$ cat config.mk
export PLATFORM = sky130hd
export DESIGN_NAME = mst_retry_guard
export DESIGN_NICKNAME = d
export VERILOG_FILES = /design/src/rtl/mrg_pkg.sv /design/src/rtl/mrg_retry_ctr.sv /design/src/rtl/mrg_beat_timer.sv /design/src/rtl/mrg_sticky.sv /design/src/rtl/mst_retry_guard.sv
export SDC_FILE = /design/constraint.sdc
export NUM_CORES = 1
export LEC_CHECK = 0
export ABC_AREA = 0
export BUFFER_PORTS_ARGS = -buffer_cell sky130_fd_sc_hd__buf_4
export CORE_MARGIN = 2
export CORE_UTILIZATION = 35
export CTS_BUF_LIST = sky130_fd_sc_hd__clkbuf_8
export DETAILED_ROUTE_END_ITERATION = 12
export PLACE_DENSITY_LB_ADDON = 0.1
export SLEW_MARGIN = 20
export SYNTH_ARGS = -nofsm -noshare
export SYNTH_HDL_FRONTEND = slang
export SYNTH_HIERARCHICAL = 1
export SYNTH_SLANG_ARGS = --single-unit
$ cat constraint.sdc
create_clock -name clk -period 5.1 [get_ports clk]
set_input_delay 1.02 -clock clk [delete_from_list [all_inputs] [get_ports clk]]
set_output_delay 1.02 -clock clk [all_outputs]
set_load 0.05 [all_outputs]
$ cat src/rtl/mrg_pkg.sv
package mrg_pkg;
  localparam int unsigned STS_RETRY = 0;
  localparam int unsigned STS_TMO   = 1;
  localparam int unsigned STS_N     = 2;
endpackage

$ cat src/rtl/mrg_retry_ctr.sv
module mrg_retry_ctr #(
  parameter int unsigned W = 8
) (
  input  logic         clk,
  input  logic         rst_n,
  input  logic         start,
  input  logic         active,
  input  logic         retry,
  input  logic [W-1:0] limit,
  output logic         reissue_ev,
  output logic         abort_ev
);
  localparam logic [W-1:0] CNT_MAX = '1;

  logic [W-1:0] cnt;
  logic [W:0]   cnt_nxt;
  logic         retry_ev;
  logic         over;

  function automatic logic over_limit(input logic [W:0] n, input logic [W-1:0] lim);
    return (lim != '0) && (n > {1'b0, lim});
  endfunction

  assign retry_ev   = active && retry;
  assign cnt_nxt    = {1'b0, cnt} + 1'b1;
  assign over       = over_limit(cnt_nxt, limit);
  assign abort_ev   = retry_ev && over;
  assign reissue_ev = retry_ev && !over;

  always_ff @(posedge clk) begin
    if (!rst_n || start) cnt <= '0;
    else if (retry_ev && cnt != CNT_MAX) cnt <= cnt + 1'b1;
  end


  unlimited_chk: assert property (@(posedge clk) disable iff (!rst_n)
    (limit == '0) |-> !abort_ev);

  abort_excl_chk: assert property (@(posedge clk) disable iff (!rst_n)
    !(abort_ev && reissue_ev));
endmodule

$ cat src/rtl/mrg_beat_timer.sv
module mrg_beat_timer #(
  parameter int unsigned W = 8
) (
  input  logic         clk,
  input  logic         rst_n,
  input  logic         start,
  input  logic         active,
  input  logic         waiting,
  input  logic         ready,
  input  logic         suppress,
  input  logic [W-1:0] limit,
  output logic         tmo_ev
);
  localparam logic [W-1:0] CNT_MAX = '1;

  logic [W-1:0] beats;
  logic [W:0]   beats_nxt;
  logic         stall;
  logic         hit;

  function automatic logic reached(input logic [W:0] n, input logic [W-1:0] lim);
    return (lim != '0) && (n == {1'b0, lim});
  endfunction

  assign stall     = active && waiting && !ready;
  assign beats_nxt = {1'b0, beats} + 1'b1;
  assign hit       = stall && reached(beats_nxt, limit);
  assign tmo_ev    = hit && !suppress;

  always_ff @(posedge clk) begin
    if (!rst_n || start || !active || ready || hit) beats <= '0;
    else if (stall && beats != CNT_MAX) beats <= beats + 1'b1;
  end


  tmo_off_chk: assert property (@(posedge clk) disable iff (!rst_n)
    (limit == '0) |-> !tmo_ev);

  ready_clear_chk: assert property (@(posedge clk) disable iff (!rst_n)
    (active && ready && !start) |=> !tmo_ev || (limit == 8'd1));
endmodule

$ cat src/rtl/mrg_sticky.sv
module mrg_sticky #(
  parameter int unsigned N = 2
) (
  input  logic         clk,
  input  logic         rst_n,
  input  logic [N-1:0] set,
  input  logic         clr_en,
  input  logic [N-1:0] clr_mask,
  output logic [N-1:0] q
);
  for (genvar i = 0; i < N; i++) begin : g_bit
    always_ff @(posedge clk) begin
      if (!rst_n)                       q[i] <= 1'b0;
      else if (set[i])                  q[i] <= 1'b1;
      else if (clr_en && clr_mask[i])   q[i] <= 1'b0;
    end


    hold_chk: assert property (@(posedge clk) disable iff (!rst_n)
      (q[i] && !(clr_en && clr_mask[i])) |=> q[i]);

    set_wins_chk: assert property (@(posedge clk) disable iff (!rst_n)
      set[i] |=> q[i]);
  end
endmodule

$ cat src/rtl/mst_retry_guard.sv
module mst_retry_guard
  import mrg_pkg::*;
#(
  parameter int unsigned CNT_W = 8
) (
  input  logic             clk,
  input  logic             rst_n,
  input  logic             txn_start,
  input  logic             txn_done,
  input  logic             tgt_retry,
  input  logic             data_wait,
  input  logic             tgt_ready,
  input  logic [CNT_W-1:0] cfg_retry_limit,
  input  logic [CNT_W-1:0] cfg_trdy_limit,
  input  logic             clr_wr,
  input  logic [1:0]       clr_data,
  output logic             reissue,
  output logic             abort,
  output logic             timeout_err,
  output logic             sts_retry_aborted,
  output logic             sts_trdy_timeout
);
  logic             active;
  logic             reissue_ev;
  logic             abort_ev;
  logic             tmo_ev;
  logic             reissue_pend;
  logic [STS_N-1:0] sts_set;
  logic [STS_N-1:0] sts_q;

  always_ff @(posedge clk) begin
    if (!rst_n)                             active <= 1'b0;
    else if (txn_start)                     active <= 1'b1;
    else if (txn_done || abort_ev || tmo_ev) active <= 1'b0;
  end

  mrg_retry_ctr #(.W(CNT_W)) u_retry (
    .clk        (clk),
    .rst_n      (rst_n),
    .start      (txn_start),
    .active     (active),
    .retry      (tgt_retry),
    .limit      (cfg_retry_limit),
    .reissue_ev (reissue_ev),
    .abort_ev   (abort_ev)
  );

  mrg_beat_timer #(.W(CNT_W)) u_beats (
    .clk      (clk),
    .rst_n    (rst_n),
    .start    (txn_start),
    .active   (active),
    .waiting  (data_wait),
    .ready    (tgt_ready),
    .suppress (tgt_retry),
    .limit    (cfg_trdy_limit),
    .tmo_ev   (tmo_ev)
  );

  always_ff @(posedge clk) begin
    if (!rst_n) begin
      reissue_pend <= 1'b0;
      reissue      <= 1'b0;
      abort        <= 1'b0;
      timeout_err  <= 1'b0;
    end else begin
      reissue_pend <= reissue_ev && !txn_start;
      reissue      <= reissue_pend && !txn_start;
      abort        <= abort_ev;
      timeout_err  <= tmo_ev;
    end
  end

  always_comb begin
    sts_set            = '0;
    sts_set[STS_RETRY] = abort_ev;
    sts_set[STS_TMO]   = tmo_ev;
  end

  mrg_sticky #(.N(STS_N)) u_sts (
    .clk      (clk),
    .rst_n    (rst_n),
    .set      (sts_set),
    .clr_en   (clr_wr),
    .clr_mask (clr_data),
    .q        (sts_q)
  );

  assign sts_retry_aborted = sts_q[STS_RETRY];
  assign sts_trdy_timeout  = sts_q[STS_TMO];


  reissue_gap_chk: assert property (@(posedge clk) disable iff (!rst_n)
    (reissue_ev && !txn_start) |=> !reissue ##1 (reissue || $past(txn_start)));

  abort_pulse_chk: assert property (@(posedge clk) disable iff (!rst_n)
    abort_ev |=> abort && sts_retry_aborted);

  tmo_pulse_chk: assert property (@(posedge clk) disable iff (!rst_n)
    tmo_ev |=> timeout_err && sts_trdy_timeout);

  tmo_close_chk: assert property (@(posedge clk) disable iff (!rst_n)
    (tmo_ev && !txn_start) |=> !active);

  no_both_chk: assert property (@(posedge clk) disable iff (!rst_n)
    !(abort && reissue));
endmodule

==> results of run 1 <==
[kinds of logic (layout without fill, tap and decap cells)]
kind of cell	count (synthesis)	count (layout)	synth area share, %
AO/OA/AOI/OAI	42	42	18.60
XOR/XNOR	23	23	12.22
adder cells (fa/ha/maj)	10	10	7.593
buffers and inverters	19	47	5.391
flip-flops	23	23	27.94
multiplexers	4	4	2.657
AND/OR/NAND/NOR	66	66	25.59
[placed cells by master (no fill, tap or decap), types with 2 or more instances in the layout]
master     n
buf_4     30
dfxtp_1   23
nor2_1    14
inv_1     13
xor2_1    13
xnor2_1   10
ha_1      10
a21oi_1    9
nand3_1    8
a211oi_1   8
and3b_1    4
nor4_1     4
o211ai_1   4
nand2_1    4
o21a_1     3
and2_1     3
clkbuf_8   3
nor3_1     3
o21ai_0    3
nand4_1    3
mux2i_1    3
or3_1      3
and3_4     2
a41o_1     2
o22ai_1    2
and3_2     2
nand2b_1   2
and4_1     2
o21ai_1    2
a31oi_1    2
[path summary, 6_finish.rpt]
check                              start                  end  slack (ns)  depth (start not counted)
max          u_retry/cnt[0]$_SDFFE_PP0P_  active$_SDFFE_PN0P_        2.39                         10
min              reissue_pend$_SDFF_PN0_   reissue$_SDFF_PN0_        0.48                          1
max reg2reg  u_retry/cnt[0]$_SDFFE_PP0P_  active$_SDFFE_PN0P_        2.39                         10
min reg2reg      reissue_pend$_SDFF_PN0_   reissue$_SDFF_PN0_        0.48                          1
[sequential cells by signal, summed over array words and instances (netlist names)]
name           flops
u_sts/q            2
reissue            1
timeout_err        1
reissue_pend       1
abort              1
u_retry/cnt        8
u_beats/beats      8
active             1
[power groups by stage]
stage                     sequential (mW)  clock, mW  combinational [mW]
after floorplan                     0.186          0              0.0229
after global placement              0.186          0              0.0448
after detailed placement            0.186          0              0.0460
after CTS                           0.182      0.119              0.0462
after global routing                0.182      0.128              0.0510
final                               0.182      0.114              0.0456
[metal layers]
layer  up-vias  track usage [%]  wire (um)
met1       678            19.47       1671
met5         -                0          0
li1        741                -          -
met4         0            4.938         38
met2        24            28.69       2003
met3         4            2.072        112
[critical path, stage by stage (launching register included)]
cell and delay [ns]:
dfxtp_1 0.41, ha_1 0.28, nand4_2 0.21, or2_4 0.31, xnor2_1 0.15, ha_1 0.33
nand4_1 0.10, o31a_1 0.31, o311a_1 0.18, nor4b_2 0.26, o21a_1 0.13
[cells in the mapped netlist (2+ instances only)]
cell type	number	area, um2
nor2_1	14	52.55
inv_1	13	48.80
and2_1	3	18.77
a31oi_1	2	12.51
and3b_1	4	35.03
nand2_1	4	15.01
nand4_1	3	18.77
nand2b_1	2	12.51
nor4_1	4	25.02
clkbuf_1	2	7.510
o21ai_0	3	15.01
and3_2	2	15.01
mux2i_1	3	30.03
a211oi_1	8	60.06
or3_1	3	18.77
ha_1	10	125.1
o211ai_1	4	30.03
o21ai_1	2	10.01
a21oi_1	9	45.04
dfxtp_1	23	460.4
buf_6	2	22.52
o21a_1	3	22.52
xnor2_1	10	87.58
a41o_1	2	20.02
o22ai_1	2	12.51
nor3_1	3	15.01
xor2_1	13	113.9
and3_4	2	22.52
nand3_1	8	40.04
and4_1	2	17.52
[through the flow]
stage                     total power [mW]  hold WS (ns)  utilization (%)  cell area [um2]  setup WS [ns]
after floorplan                     0.2086        0.4399                -             1648          2.619
after global placement              0.2307        0.4505            42.71             1898          2.430
after detailed placement            0.2319        0.4484            42.71             1898          2.387
after CTS                           0.3468        0.4693            43.75             1944          2.394
after global routing                0.3612        0.4921            43.75             1944          2.220
final                               0.3410        0.4770            43.75             1944          2.392
[final cells by class]
class	count	area, um2
fill	466	2500
tap	52	65.06
clock inverter	1	5.005
sequential	23	460.4
clock buffer	3	41.29
multi-input combinational	145	1099
timing repair buffer	30	225.2
inverter	13	48.80
==> flow_metrics.tcl, run 1 <==
set metrics [dict create \
    outcome "complete, no violations" \
    cts-root-buf "clkbuf_8" \
    vias_per_cell 5.419 \
    timing.max_cap.violations 0 \
    io_pins 31 \
    fin_skew_ns 0.005270 \
    power.switching_uw 81.92 \
    cts_resized 0 \
    vias 1447 \
    core.rowCount 24 \
    layout-drive-gt1-share_pct 21.86 \
    internal_power_uw 259.1 \
    synth_edf_count 0 \
    first_pass_iters 4 \
    clkPwrFrac_pct 33.4 \
    pwr-share-seq_pct 53.3 \
    relSlewSlack_pct 67.22 \
    dieArea_um2 5273 \
    nNetsFinal 252 \
    clkSinkCount 23 \
    first_global_vias 1455 \
    drc 0 \
    cts_max_path_buffers 2 \
    worst_setup_path_start_kind "flip-flop" \
    port_buffers 30 \
    syn_area_per_cell_um2 8.812 \
    drt_wl_total_um 3826 \
    fmax_ghz 0.3692 \
    syn_area_um2 1648 \
    grtUsageTotal_pct 15.88 \
    synth.distinct_cells 52 \
    critPathKind "flip-flop to flip-flop" \
    die_y_um 72.62 \
    coreArea_um2 4444 \
    cts_tree "built" \
    htree_levels 1 \
    rsz0062_at_grt "no" \
    ys_ff_latch 23 \
    initial_core_util_pct 37.08 \
    swShare_pct 24.02 \
    clk_latency_ns 0.26 \
    arrival_ns 2.93 \
    ant_nets 0 \
    postCtsSetupBuffers 0 \
    ys_warn_count 6 \
    synth_ff_type "dfxtp_1" \
    ctsHoldBuffers 0 \
    async_flop_share_pct 0 \
    yosysSeqAreaShare_pct 27.94 \
    setup-tns-final_ns 0 \
    cts_made_buffers 3 \
    power.density_nw_per_um2 175.4 \
    clk_pin_slew_ns 0.09 \
    grt_max_degree 14 \
    hpwl_um 3106 \
    stdcell_count 267 \
    worst_pin_slew_ns 0.4899 \
    synthCells 187 \
    finalHoldViolCount 0 \
    crit_required_ns 5.32 \
    worst-path-max-fanout 5 \
    area_growth_syn_to_layout_pct 18.00 \
    leakage_nw 0.8147 \
    ir_drop_v 0.00009191 \
    wl_per_cell_um 14.33 \
    dieWidth_um 72.62 \
    p_comb_share_pct 13.4 \
    gp_congestion 0.7911 \
    dpl.cell_count 263 \
    antenna_cells 0 \
    antenna_found_initial 0 \
    setup.worst_path.end_class "flip-flop" \
    setup_viol 0 \
    min_path_type "flip-flop to flip-flop" \
    period_share_pct 53.10 \
    fin_crit_ns 2.708 \
    report.final.slew_viol_count 0 \
    initialDrtViolationCount 73 \
    grt_first_pass_wirelength_um 6734 \
    synthesis.nets 223 \
    grt_overflow 0 \
]
Note: power is estimated with default switching activity, not from simulation.
==> inputs of run 2 (changes only) <==
Settings changed: ABC_AREA 0 to 1.
Clock period 5.1 ns to 2.35 ns, I/O delays scaled along.
==> flow_metrics.tcl, run 2 <==
set metrics [dict create \
    outcome "complete, no violations" \
    antenna_found_initial 0 \
    post_dp_cell_area_um2 2121 \
    p_comb_share_pct 15.8 \
    relSlewSlack_pct 66.80 \
    r2r-end "active$_SDFFE_PN0P_" \
    mostFrequentLayoutCell "nand2_1" \
    power.density_nw_per_um2 349.5 \
    postCtsSetupBuffers 0 \
    final_area_um2 2188 \
    post-synth-top-count-cell "nand2_1" \
    htree_levels 1 \
    hpwl_um 3215 \
    yosysTopAreaCell "dfxtp_1" \
    clk_latency_ns 0.26 \
    clkPwrFrac_pct 32.0 \
    finalHoldViolCount 0 \
    power.switching_uw 198.1 \
    antenna_cells 0 \
    yosysSeqAreaShare_pct 25.41 \
    period_share_pct 90.04 \
    drt_wl_total_um 3876 \
    ctsHoldBuffers 0 \
    ys_warn_count 6 \
    utilization_pct 43.40 \
    port_buffers 30 \
    crit_required_ns 2.55 \
    rrSetupSlack_ns 0.23 \
    initial_core_util_pct 35.93 \
    dieWidth_um 75.95 \
    first_pass_iters 4 \
    min-delay-start "txn_start" \
    critPathMaxStageDelay_ns 0.38 \
    largestRegisters "u_beats/beats: 8 flops, u_retry/cnt: 8 flops, u_sts/q: 2 flops" \
    min_path_type "input port to flip-flop" \
    cpMostUsedCell "nand2_1" \
    leakage_nw 1.082 \
    report.final.slew_viol_count 0 \
    crit_path_top_delay_cell "dfxtp_2" \
    clkSinkCount 23 \
    io_pins 31 \
    grtUsageTotal_pct 14.74 \
    setup.worst_path.end_class "flip-flop" \
    reg2reg_depth 16 \
    grt_max_degree 15 \
    cts_made_buffers 3 \
    vias 1735 \
    syn_area_um2 1812 \
    swShare_pct 25.90 \
    nNetsFinal 363 \
    arrival_ns 2.32 \
    final_cell_mix "78 x nand2_1, 54 x inv_1, 43 x nor2_1" \
    wl_per_cell_um 9.788 \
    dieArea_um2 5768 \
    async_flop_share_pct 0 \
    fin_skew_ns 0.002600 \
    pwr-share-seq_pct 52.2 \
    critPathKind "flip-flop to flip-flop" \
    timing.max_cap.violations 0 \
    cp_cell_sequence "ha_4 > nand3_4 > nor2_2 > nand2_1 > and2_1 > ha_1 > nand2_1 > nor2_1 > nand2_1 > nor2_2 > nor2_2 > nand2_1 > nor2_2 > nor2_1 > nand2_1 > a21oi_2" \
    cts_max_path_buffers 2 \
    core.rowCount 26 \
    grt_first_pass_wirelength_um 7120 \
    initialDrtViolationCount 80 \
    yosys.area.top_type_share_pct 25.41 \
    synth_edf_count 0 \
    nFillCells 547 \
    setup_viol 0 \
    synthCells 292 \
    drc 0 \
    reg2reg_from "u_retry/cnt[1]$_SDFFE_PP0P_" \
    clk_pin_slew_ns 0.08 \
    synth.distinct_cells 30 \
    worst_setup_path_start_kind "flip-flop" \
    gp_congestion 0.7949 \
    fmax_ghz 0.4726 \
    synth_ff_type "dfxtp_1" \
    syn_area_per_cell_um2 6.205 \
    ir_drop_v 0.0001698 \
    ant_nets 0 \
    cts-root-buf "clkbuf_8" \
    layout-drive-gt1-share_pct 20.55 \
    die_y_um 75.95 \
    ys_ff_latch 23 \
    first_global_vias 1654 \
    internal_power_uw 566.8 \
    cts_tree "built" \
    synth_top_cells_by_area "dfxtp_1 25%, nand2_1 16%, inv_1 11%, nor2_1 9.1%, ha_1 6.9%" \
    worst-path-max-fanout 5 \
    fin_crit_ns 2.116 \
    synthesis.nets 328 \
    coreArea_um2 5042 \
    grt_overflow 0 \
    vias_per_cell 4.381 \
    area_growth_syn_to_layout_pct 20.79 \
    min_delay_path_depth 2 \
    worst_pin_slew_ns 0.4962 \
    min_to "reissue$_SDFF_PN0_" \
    cts_resized 0 \
    netlist_top_cells_count "78 x nand2_1, 53 x inv_1, 44 x nor2_1, 23 x dfxtp_1, 22 x nand3_1" \
]
[run 2: stage by stage]
step	hold slack, ns	TNS, ns	setup WS, ns	total power, mW	instances
6_report	0.3980	0	0.2341	0.7649	396
3_3_place_gp	0.3989	0	0.1973	0.5291	392
5_1_grt	0.3906	-0.0002012	-0.0002012	0.8185	396
4_1_cts	0.3979	0	0.1101	0.7774	396
3_5_place_dp	0.3994	0	0.1382	0.5290	392
2_1_floorplan	0.3952	0	0.2441	0.4743	292
[run 2: cell type report]
class | count | area [um2] | area share, %
Tap cell | 70 | 87.58 | 4.002
Sequential cell | 23 | 462.9 | 21.15
Multi-Input combinational cell | 212 | 1146 | 52.37
Clock inverter | 1 | 3.754 | 0.1715
Timing Repair Buffer | 32 | 240.2 | 10.98
Inverter | 55 | 206.4 | 9.434
Clock buffer | 3 | 41.29 | 1.887
[run 2: kinds of logic after synthesis]
group / synth area share (%)
and+or+nand+nor: 43.58
buffers and inverters: 12.43
AOI/OAI and AO/OA: 9.738
DFF: 25.41
adders and majority gates: 6.906
xor gates and xnor gates: 1.934
[run 2: worst max path at each step]
stage	end	start	slack, ns
after detailed placement	active$_SDFFE_PN0P_	u_retry/cnt[1]$_SDFFE_PP0P_	0.14
final	active$_SDFFE_PN0P_	u_retry/cnt[1]$_SDFFE_PP0P_	0.23
after floorplan	active$_SDFFE_PN0P_	u_retry/cnt[0]$_SDFFE_PP0P_	0.24
after global placement	active$_SDFFE_PN0P_	u_retry/cnt[1]$_SDFFE_PP0P_	0.20
after global routing	active$_SDFFE_PN0P_	u_retry/cnt[1]$_SDFFE_PP0P_	-0.0002
after CTS	active$_SDFFE_PN0P_	u_retry/cnt[1]$_SDFFE_PP0P_	0.11
[run 2: per-layer routing]
metal  global-route usage [%]  part of all wire [%]
met3                    2.500                   4.3
met5                        0                     0
met4                    3.818                  0.70
met2                    23.30                    41
met1                    20.84                    54
[run 2: power groups by stage]
stage / logic (mW) / registers [mW] / clock network (mW)
5_1_grt: 0.141 / 0.401 / 0.276
3_5_place_dp: 0.121 / 0.408 / 0
2_1_floorplan: 0.0657 / 0.409 / 0
3_3_place_gp: 0.121 / 0.408 / 0
4_1_cts: 0.121 / 0.399 / 0.257
6_report: 0.121 / 0.399 / 0.245
[run 2: worst max-delay path: cells and delay by family, from the launching register on]
kind / cells / cell delay [ns]
AND/OR/NAND/NOR: 13 / 1.13
adder cells (fa/ha/maj): 2 / 0.44
flip-flops: 1 / 0.38
AO/OA/AOI/OAI: 1 / 0.10
